<file path="config.mk">
export PLATFORM = sky130hd
export DESIGN_NAME = ccd_shutter_seq
export DESIGN_NICKNAME = d
export VERILOG_FILES = /design/src/rtl/shut_pkg.sv /design/src/rtl/shut_line_ctr.sv /design/src/rtl/shut_field_ctl.sv /design/src/rtl/shut_sub_gen.sv /design/src/rtl/ccd_shutter_seq.sv
export SDC_FILE = /design/constraint.sdc
export NUM_CORES = 1
export LEC_CHECK = 0
export ABC_AREA = 1
export BUFFER_PORTS_ARGS = -buffer_cell sky130_fd_sc_hd__buf_4
export CORE_UTILIZATION = 50
export DETAILED_ROUTE_END_ITERATION = 6
export PLACE_DENSITY = 0.7
export SYNTH_ARGS = -nofsm -noshare
export SYNTH_HDL_FRONTEND = slang
export SYNTH_SLANG_ARGS = --single-unit
</file>
<file path="constraint.sdc">
create_clock -name clk -period 3.1 [get_ports clk]
set_clock_uncertainty 0.2 [all_clocks]
set_input_delay 0.62 -clock clk [delete_from_list [all_inputs] [get_ports clk]]
set_output_delay 0.62 -clock clk [all_outputs]
set_load 0.01 [all_outputs]
</file>
<file path="src/rtl/shut_pkg.sv">
package shut_pkg;

    localparam int LINE_W  = 10;
    localparam int FRAME_W = 8;

    typedef enum logic [1:0] {
        SM_OFF   = 2'b00,
        SM_TIMED = 2'b01,
        SM_OFF2  = 2'b10,
        SM_HOLD  = 2'b11
    } shut_mode_e;

    typedef struct packed {
        shut_mode_e mode;
        logic       expose;
    } shut_cfg_t;

    typedef struct packed {
        logic [LINE_W-1:0] val;
        logic              bad;
    } clamp_t;

    function automatic clamp_t clamp_lines(input logic [LINE_W-1:0] raw,
                                           input logic              rec,
                                           input logic [LINE_W-1:0] hi,
                                           input logic [LINE_W-1:0] lo);
        clamp_t r;
        r.val = raw;
        r.bad = 1'b0;
        if (raw > hi) begin
            r.val = hi;
            r.bad = 1'b1;
        end else if (!rec && raw < lo) begin
            r.val = lo;
            r.bad = 1'b1;
        end
        return r;
    endfunction

    function automatic logic [LINE_W-1:0] sat_inc(input logic [LINE_W-1:0] v);
        return (v == '1) ? v : v + 1'b1;
    endfunction

endpackage

</file>
<file path="src/rtl/shut_line_ctr.sv">
module shut_line_ctr
    import shut_pkg::*;
(
    input  logic              clk,
    input  logic              rst,
    input  logic              vsync_i,
    input  logic              hsync_i,
    output logic [LINE_W-1:0] line_nxt_o,
    output logic [LINE_W-1:0] line_q_o
);

    logic [LINE_W-1:0] line_q;

    always_comb begin
        line_nxt_o = line_q;
        if (vsync_i)      line_nxt_o = '0;
        else if (hsync_i) line_nxt_o = sat_inc(line_q);
    end

    always_ff @(posedge clk) begin
        if (rst) line_q <= '0;
        else     line_q <= line_nxt_o;
    end

    assign line_q_o = line_q;

    // a vertical strobe always restarts the line index at zero
    a_r2_line_restart: assert property (@(posedge clk) disable iff (rst)
        vsync_i |=> (line_q == '0));

endmodule

</file>
<file path="src/rtl/shut_field_ctl.sv">
module shut_field_ctl
    import shut_pkg::*;
#(
    parameter int LINE_MAX = 12'h20C,
    parameter int MON_MIN  = 12'h107
)(
    input  logic               clk,
    input  logic               rst,
    input  logic               vsync_i,
    input  logic               rec_i,
    input  logic [1:0]         mode_i,
    input  logic [FRAME_W-1:0] frames_i,
    input  logic [LINE_W-1:0]  lines_i,
    input  logic               expose_i,
    output logic               read_go_o,
    output logic               timed_nxt_o,
    output logic               expose_nxt_o,
    output logic               final_nxt_o,
    output logic [LINE_W-1:0]  lc_nxt_o,
    output logic               hold_q_o,
    output logic               busy_o,
    output logic               err_o
);

    localparam logic [LINE_W-1:0] HI = LINE_W'(LINE_MAX);
    localparam logic [LINE_W-1:0] LO = LINE_W'(MON_MIN);

    shut_cfg_t          cfg_q, cfg_n;
    logic [FRAME_W-1:0] rem_q, rem_n;
    logic [LINE_W-1:0]  lc_q, lc_n;
    logic               err_q, err_n;
    clamp_t             cl;
    shut_mode_e         mode_in;

    assign mode_in = shut_mode_e'(mode_i);

    always_comb begin
        cl    = clamp_lines(lines_i, rec_i, HI, LO);
        cfg_n = cfg_q;
        rem_n = rem_q;
        lc_n  = lc_q;
        err_n = err_q;
        if (vsync_i) begin
            if (rem_q != '0) begin
                rem_n = rem_q - 1'b1;
            end else begin
                cfg_n.mode   = mode_in;
                cfg_n.expose = expose_i;
                lc_n         = cl.val;
                rem_n        = (mode_in == SM_TIMED) ? frames_i : '0;
                err_n        = err_q | ((mode_in == SM_TIMED) & cl.bad);
            end
        end
    end

    always_ff @(posedge clk) begin
        if (rst) begin
            cfg_q <= '{mode: SM_OFF, expose: 1'b0};
            rem_q <= '0;
            lc_q  <= HI;
            err_q <= 1'b0;
        end else begin
            cfg_q <= cfg_n;
            rem_q <= rem_n;
            lc_q  <= lc_n;
            err_q <= err_n;
        end
    end

    assign read_go_o    = vsync_i && (rem_q == '0) && (cfg_q.mode != SM_HOLD);
    assign timed_nxt_o  = (cfg_n.mode == SM_TIMED);
    assign expose_nxt_o = cfg_n.expose;
    assign final_nxt_o  = (rem_n == '0);
    assign lc_nxt_o     = lc_n;
    assign hold_q_o     = (cfg_q.mode == SM_HOLD);
    assign busy_o       = (rem_q != '0);
    assign err_o        = err_q;

    // each vertical strobe during a pending exposure consumes one field
    a_r4_field_countdown: assert property (@(posedge clk) disable iff (rst)
        (vsync_i && rem_q != '0) |=> (rem_q == $past(rem_q) - 1'b1));

    // applied settings cannot move while fields remain
    a_r5_cfg_frozen: assert property (@(posedge clk) disable iff (rst)
        (rem_q != '0) |=> ($stable(cfg_q) && $stable(lc_q)));

    // the applied line count never leaves the legal range
    a_r8_lc_legal: assert property (@(posedge clk) disable iff (rst)
        lc_q <= HI);

    // the error flag is sticky
    a_r8_err_sticky: assert property (@(posedge clk) disable iff (rst)
        err_q |=> err_q);

endmodule

</file>
<file path="src/rtl/shut_sub_gen.sv">
module shut_sub_gen #(
    parameter int SUB_W = 4
)(
    input  logic clk,
    input  logic rst,
    input  logic fire_i,
    output logic sub_o
);

    localparam int CW = $clog2(SUB_W + 1);

    logic [CW-1:0] cnt_q;

    always_ff @(posedge clk) begin
        if (rst)               cnt_q <= '0;
        else if (fire_i)       cnt_q <= CW'(SUB_W);
        else if (cnt_q != '0)  cnt_q <= cnt_q - 1'b1;
    end

    assign sub_o = (cnt_q != '0);

    // a fired pulse is visible on the next cycle
    a_r11_fire_visible: assert property (@(posedge clk) disable iff (rst)
        fire_i |=> sub_o);

    // the width counter never exceeds the programmed width
    a_r11_width_bound: assert property (@(posedge clk) disable iff (rst)
        cnt_q <= CW'(SUB_W));

endmodule

</file>
<file path="src/rtl/ccd_shutter_seq.sv">
module ccd_shutter_seq
    import shut_pkg::*;
#(
    parameter int LINE_MAX = 12'h20C,
    parameter int MON_MIN  = 12'h107,
    parameter int SUB_W    = 4
)(
    input  logic               clk,
    input  logic               rst,
    input  logic               vsync_i,
    input  logic               hsync_i,
    input  logic               rec_mode_i,
    input  logic [1:0]         shut_mode_i,
    input  logic [FRAME_W-1:0] frame_cnt_i,
    input  logic [LINE_W-1:0]  line_cnt_i,
    input  logic               expose_i,
    output logic               sub_pulse_o,
    output logic               read_en_o,
    output logic               busy_o,
    output logic               err_o
);

    logic [LINE_W-1:0] line_nxt, line_q, lc_nxt;
    logic read_go, timed_nxt, expose_nxt, final_nxt, hold_q;
    logic read_q, arm_q, fire, sweep, forced;

    shut_line_ctr u_line (
        .clk        (clk),
        .rst        (rst),
        .vsync_i    (vsync_i),
        .hsync_i    (hsync_i),
        .line_nxt_o (line_nxt),
        .line_q_o   (line_q)
    );

    shut_field_ctl #(.LINE_MAX(LINE_MAX), .MON_MIN(MON_MIN)) u_field (
        .clk          (clk),
        .rst          (rst),
        .vsync_i      (vsync_i),
        .rec_i        (rec_mode_i),
        .mode_i       (shut_mode_i),
        .frames_i     (frame_cnt_i),
        .lines_i      (line_cnt_i),
        .expose_i     (expose_i),
        .read_go_o    (read_go),
        .timed_nxt_o  (timed_nxt),
        .expose_nxt_o (expose_nxt),
        .final_nxt_o  (final_nxt),
        .lc_nxt_o     (lc_nxt),
        .hold_q_o     (hold_q),
        .busy_o       (busy_o),
        .err_o        (err_o)
    );

    assign sweep  = (vsync_i || hsync_i) && timed_nxt && final_nxt && (line_nxt <= lc_nxt);
    assign forced = hsync_i && !vsync_i && arm_q && (line_nxt == LINE_W'(1));
    assign fire   = sweep || forced;

    always_ff @(posedge clk) begin
        if (rst) begin
            read_q <= 1'b0;
            arm_q  <= 1'b0;
        end else if (vsync_i) begin
            read_q <= read_go;
            arm_q  <= read_go && expose_nxt;
        end else if (hsync_i) begin
            read_q <= 1'b0;
            arm_q  <= 1'b0;
        end
    end

    shut_sub_gen #(.SUB_W(SUB_W)) u_sub (
        .clk    (clk),
        .rst    (rst),
        .fire_i (fire),
        .sub_o  (sub_pulse_o)
    );

    assign read_en_o = read_q;

    // readout enable is confined to line 0
    a_r10_read_line0: assert property (@(posedge clk) disable iff (rst)
        read_q |-> (line_q == '0));

    // a horizontal strobe ends the readout line
    a_r10_read_ends: assert property (@(posedge clk) disable iff (rst)
        (hsync_i && !vsync_i) |=> !read_q);

    // a field under the hold mode closes without readout
    a_r6_hold_no_read: assert property (@(posedge clk) disable iff (rst)
        (vsync_i && hold_q) |=> !read_q);

    // no readout while fields remain to be counted
    a_r4_busy_no_read: assert property (@(posedge clk) disable iff (rst)
        (vsync_i && busy_o) |=> !read_q);

endmodule

</file>
==> results of run 1 <==
-- path summary, 6_finish.rpt --
| check | startpoint | endpoint | slack [ps] | cells after the start |
|---|---|---|---|---|
| min reg2reg | u_field.lc_q[0] | u_field.lc_q[0] | 280 | 2 |
| max reg2reg | u_line.line_q_o[0] | u_sub.cnt_q[1] | 180 | 20 |
| min | u_field.lc_q[0] | u_field.lc_q[0] | 280 | 2 |
| max | u_line.line_q_o[0] | u_sub.cnt_q[1] | 180 | 20 |
-- sequential cells by signal, indices dropped and copies added, names as in the netlist --
| signal | flops |
|---|---|
| u_field.lc_q | 10 |
| u_line.line_q_o | 10 |
| u_field.rem_q | 8 |
| u_sub.cnt_q | 3 |
| u_field.cfg_q | 2 |
| arm_q | 1 |
| read_en_o | 1 |
| u_field.err_o | 1 |
-- cell usage in the layout, fill, tap and decap left out, drive strengths merged, types with 3 or more instances in the layout --
cell    instances
buf            43
o211ai          3
ha             15
nand3b          3
inv            63
a32o            4
nor2           73
nand3          46
xor2            3
o21ai          16
dfxtp          36
a21oi          19
nand2          91
clkbuf          6
-- cell usage after synthesis --
cell / n / area share [%]
a21oi_1: 19 / 3.8
a32o_1: 4 / 1.6
buf_2: 3 / 0.59
clkbuf_1: 2 / 0.30
clkbuf_8: 3 / 1.6
clkinv_1: 1 / 0.15
dfxtp_1: 36 / 29
ha_1: 15 / 7.4
inv_1: 60 / 8.9
inv_2: 3 / 0.45
nand2_1: 90 / 13
nand2_2: 1 / 0.25
nand3_1: 38 / 7.5
nand3_2: 6 / 2.4
nand3_4: 2 / 1.4
nand3b_1: 2 / 0.59
nand3b_4: 1 / 0.79
nand4_1: 1 / 0.25
nor2_1: 68 / 10
nor2_2: 1 / 0.25
nor2_4: 2 / 0.89
nor2_8: 2 / 1.6
nor3_1: 1 / 0.20
o211ai_1: 3 / 0.89
o21a_1: 1 / 0.30
o21ai_0: 16 / 3.2
o21bai_1: 2 / 0.59
o32ai_2: 1 / 0.64
xnor2_1: 1 / 0.35
xor2_1: 3 / 1.0
-- cells by family (layout without fill, tap and decap cells) --
group	count (synthesis)	in the layout	synth area share (%)
buf+inv	72	115	12.05
xor+xnor	4	4	1.388
flops	36	36	28.56
simple gates	215	215	39.61
compound gates	46	46	10.96
fa+ha+maj	15	15	7.437
-- repair_timing --
item / CTS / global route
hold endpoints to repair: 0 / 0
setup buffers: 0 / 4
gates resized for setup: 0 / 7
setup endpoints to repair: 0 / 3
-- metal layers --
layer	vias to the layer above	global-route usage [%]	share of wire, %
met5	-	0	0
met4	0	8.061	1.2
met3	6	4.282	3.7
met2	44	39.71	47
met1	1093	29.69	48
li1	1313	-	-
-- power groups by stage --
stage	logic (W)	clock network [W]	registers (W)
finish	0.00111	0.000405	0.000626
global route	0.00126	0.000437	0.000637
CTS	0.00101	0.000413	0.000624
detailed placement	0.00100	0	0.000633
global placement	0.000988	0	0.000633
floorplan	0.000752	0	0.000619
-- per-stage QoR --
step	TNS, ps	worst slack (ps)	std cells
after floorplan	0	210.1	388
after global placement	-78.19	-40.28	486
after detailed placement	-265.8	-116.0	486
after CTS	0	44.21	494
after global routing	0	16.07	498
final	0	175.1	498
-- worst register-to-register path, stage by stage, from the launching register on --
cell	delay (ps)
dfxtp_1	430
ha_1	270
nand3_4	130
nor2_8	190
nand3_4	100
nand2_2	80
inv_2	40
nand2_1	70
nand3_1	110
inv_1	110
ha_1	230
nand2_1	100
nor2_1	70
o211ai_1	70
nand3_1	90
o21ai_0	110
inv_1	60
nor2_1	100
nand2_1	80
nand3_1	110
nor2_1	60
-- final cells by class --
| class | instances | area [µm²] | area share, % |
|---|---|---|---|
| Multi-Input combinational cell | 280 | 1518 | 50.65 |
| Sequential cell | 36 | 720.7 | 24.05 |
| Timing Repair Buffer | 43 | 326.6 | 10.90 |
| Inverter | 64 | 240.2 | 8.017 |
| Tap cell | 67 | 83.83 | 2.797 |
| Clock buffer | 6 | 72.57 | 2.422 |
| Clock inverter | 2 | 35.03 | 1.169 |
==> metrics.yaml, run 1 <==
outcome: "completed"
post-route-cell-area_mm2: 0.002997
dp_hpwl_um: 4465
cp.arrival_ps: 2900
fin_util_pct: 62.61
drive_above_1_share_pct: 16.94
synth_seq_cells: 36
grt_pass1_wl_um: 9680
cp_cell_sequence: "ha_1 -> nand3_4 -> nor2_8 -> nand3_4 -> nand2_2 -> inv_2 -> nand2_1 -> nand3_1 -> inv_1 -> ha_1 -> nand2_1 -> nor2_1 -> o211ai_1 -> nand3_1 -> o21ai_0 -> inv_1 -> nor2_1 -> nand2_1 -> nand3_1 -> nor2_1"
via_per_inst: 4.932
cts_buffers: 5
final-hold-violation-count: 0
holdBufCountCts: 0
track_usage_pct: 23.42
hold_class: "reg2reg"
vias: 2456
io_pins: 30
cts_buffer_depth: 2
core_area_mm2: 0.004786
die_y_um: 73.05
vdd_drop_max_mv: 0.4765
rsz0062_at_grt: "no"
clk_pin_slew_worst_paths_ps: 70
synth-seq-area-share_pct: 28.56
finalCriticalPeriod_ps: 2925
htreeDepth: 2
final_nets: 471
seq_power_share_pct: 29.3
power_density_mw_per_mm2: 714.2
row_count: 25
cts_tree: "yes"
slew_headroom_pct: 68.99
start_kind: "flip-flop"
syn_nets: 429
placed_area_mm2: 0.002836
die_area_mm2: 0.005336
first_pass_iters: 4
timing.final.crit_share_pct: 94.35
area_growth_pct: 18.74
drtIter0Drc: 110
max_stage_delay_ps: 430
diodes: 0
worst_pin_slew_ps: 465.1
grt_pass1_vias: 2276
worst_path_max_delay_cell: "dfxtp_1"
crit_fanout: 6
routabilityCongestion: 0.8974
finalSetupViolCount: 0
p_sw_w: 0.0008884
drc: 0
antenna_left: 0
fillers: 451
die_w_um: 73.05
synth_area_mm2: 0.002524
clockPowerShare_pct: 18.9
crit_family: "simple AND/OR/NAND/NOR gates"
cp_num_buf_inv: 3
max-cap-violations: 0
internal_power_w: 0.001252
ys_warn_count: 0
holdWs_ps: 278.1
path_class: "reg2reg"
cp-end-kind: "flip-flop"
routedWlPerCell_um: 11.67
grt-ovfl-total: 0
cts-root-buf: "clkbuf_8"
p_comb_share_pct: 51.8
required_ps: 3070
io_buffers: 29
total_power_w: 0.002140
grt_max_degree: 29
cts.sink_count: 36
fmax_mhz: 341.9
antenna_found_initial: 0
syn_inst: 388
ys_types: 30
p_leak_nw: 1.600
syn_area_per_cell_um2: 6.504
routed_wirelength_um: 5813
switching_share_pct: 41.51
start_util_pct: 52.73
slew_viol_final: 0
clk_latency_ps: 280
Power figures use the tool's default switching activity.
==> run 2: changes to the inputs <==
- CORE_ASPECT_RATIO: not set -> 1.4
- CTS_BUF_LIST: not set -> sky130_fd_sc_hd__clkbuf_8 sky130_fd_sc_hd__clkbuf_16
- CTS_CLUSTER_SIZE: not set -> 40
==> metrics.yaml, run 2 (synthesis results as in run 1) <==
cts_tree: "yes"
clk_latency_ps: 290  # about the same
max-cap-violations: 0  # unchanged
area_growth_pct: 19.83
worst_path_max_delay_cell: "dfxtp_1"
hold_class: "reg2reg"
p_leak_nw: 1.606  # +0.37%
dp_hpwl_um: 4684  # +4.9%
grt_pass1_vias: 2415  # +6.1%
crit_fanout: 7  # +1
start_util_pct: 52.12  # -0.61 points
vdd_drop_max_mv: 0.4877  # +2.3%
holdWs_ps: 253.9  # -24.17 ps
die_y_um: 86.06  # +18%
antenna_found_initial: 0  # unchanged
finalCriticalPeriod_ps: 2840  # -84.63 ps
place_ws_ps: -55.36  # +60.64 ps
via_per_inst: 5.117  # +3.8%
drive_above_1_share_pct: 19.17  # +2.2 points
finalSetupViolCount: 0  # unchanged
cts-root-buf: "clkbuf_8"
slew_headroom_pct: 74.62  # +5.6 points
cp.arrival_ps: 2830  # -70 ps
cts_buffers: 5  # unchanged
track_usage_pct: 25.27  # +1.8 points
core_area_mm2: 0.004842  # +1.2%
worst_pin_slew_ps: 380.3  # -84.85 ps
io_pins: 30  # unchanged
required_ps: 3090  # +20 ps
routedWlPerCell_um: 12.27  # +5.1%
outcome: "completed"
hold_depth: 2  # unchanged
antenna_left: 0  # unchanged
cts_buffer_depth: 2  # unchanged
routabilityCongestion: 0.8431  # -6.1%
drc: 0  # unchanged
first_pass_iters: 4  # unchanged
row_count: 30  # +20%
placed_area_mm2: 0.002848  # +0.40%
final_common_cell: "nand2_1"
rr_worst_depth: 19  # -5.0%
cts.sink_count: 36  # unchanged
holdBufCountCts: 0  # unchanged
vias: 2543  # +3.5%
cp-end-kind: "flip-flop"
final-hold-violation-count: 0  # unchanged
grt_pass1_wl_um: 10130  # +4.6%
power_density_mw_per_mm2: 691.0  # -3.2%
clk_pin_slew_worst_paths_ps: 70  # about the same
slew_viol_final: 0  # unchanged
fmax_mhz: 352.1  # +3.0%
routed_wirelength_um: 6098  # +4.9%
most-common-layout-cells: "89 x nand2_1, 64 x nor2_1, 60 x inv_1"
final.setup.tns_ps: 0  # unchanged
diodes: 0  # unchanged
max_stage_delay_ps: 330  # -100 ps
io_buffers: 29  # unchanged
cp_cell_sequence: "inv_1 -> ha_2 -> nand2_1 -> nor2_4 -> nand3_4 -> nor2_8 -> inv_2 -> o32ai_4 -> ha_1 -> nand2_1 -> nor2_1 -> o211ai_1 -> nand3_1 -> o21ai_1 -> inv_1 -> nor2_2 -> nand2_2 -> nand3_2 -> nor2_1"
final_nets: 473  # +0.42%
drtIter0Drc: 158  # +44%
htreeDepth: 2  # unchanged
die_w_um: 62.05  # -15%
post-route-cell-area_mm2: 0.003024  # +0.92%
grt-ovfl-total: 0  # unchanged
setup_ws_ps: 259.7  # +84.63 ps
die_area_mm2: 0.005340  # about the same
grt_max_degree: 29  # unchanged
timing.final.crit_share_pct: 91.62  # -2.7 points
start_kind: "flip-flop"
path_class: "reg2reg"
## run 2: cell count changes in the layout (fill, tap and decap cells not counted), sizes merged
cell    delta
clkinv     +1
bufinv     -1
buf        +2
## run 2: cell type report
cell class	instances	area (µm²)
multi-input combinational	280	1548
timing repair buffer	45	341.6
sequential	36	721.9
clock buffer	6	82.58
inverter	64	240.2
fill	468	1818
clock inverter	2	10.01
tap	64	80.08
## run 2: worst paths after layout
kind / slack [ps] / startpoint / to
hold reg to reg: 250 / u_field.err_o / u_field.err_o
hold / removal: 250 / u_field.err_o / u_field.err_o
setup / recovery: 260 / u_field.rem_q[0] / u_sub.cnt_q[0]
setup reg to reg: 260 / u_field.rem_q[0] / u_sub.cnt_q[0]
## run 2: stage by stage
stage	cells	util [%]	total power [W]
after global placement	485	58.81	0.001652
after global routing	497	62.45	0.002278
after CTS	493	60.72	0.002012
after detailed placement	485	58.81	0.001663
final	497	62.45	0.002090
after floorplan	388	-	0.001371
## run 2: routing by layer
layer / up-vias / global-route usage, % / wire [µm] / part of all wire (%)
met2: 52 / 48.36 / 3400 / 56
met5: - / 0 / 0 / 0
met4: 0 / 9.091 / 113 / 1.9
li1: 1316 / - / - / -
met1: 1163 / 25.81 / 2370 / 39
met3: 12 / 3.922 / 213 / 3.5
## run 2: timing repair
action,4_1_cts,5_1_grt
buffers inserted,0,4
gates resized for setup,0,17
setup endpoints to repair,0,3
## run 2: power breakdown
group	switching, W	internal, W	total, W
sequential	0.0000706	0.000556	0.000627
clock	0.000172	0.000177	0.000349
combinational	0.000660	0.000454	0.00111
total	0.000902	0.00119	0.00209
## run 2: worst max-delay path: cells and delay by family (launching register included)
| family | cells | cell delay (ps) |
|---|---|---|
| buffers and inverters | 3 | 220 |
| and+or+nand+nor | 11 | 1090 |
| AOI/OAI and AO/OA | 3 | 410 |
| DFF | 1 | 330 |
| adders and majority gates | 2 | 480 |
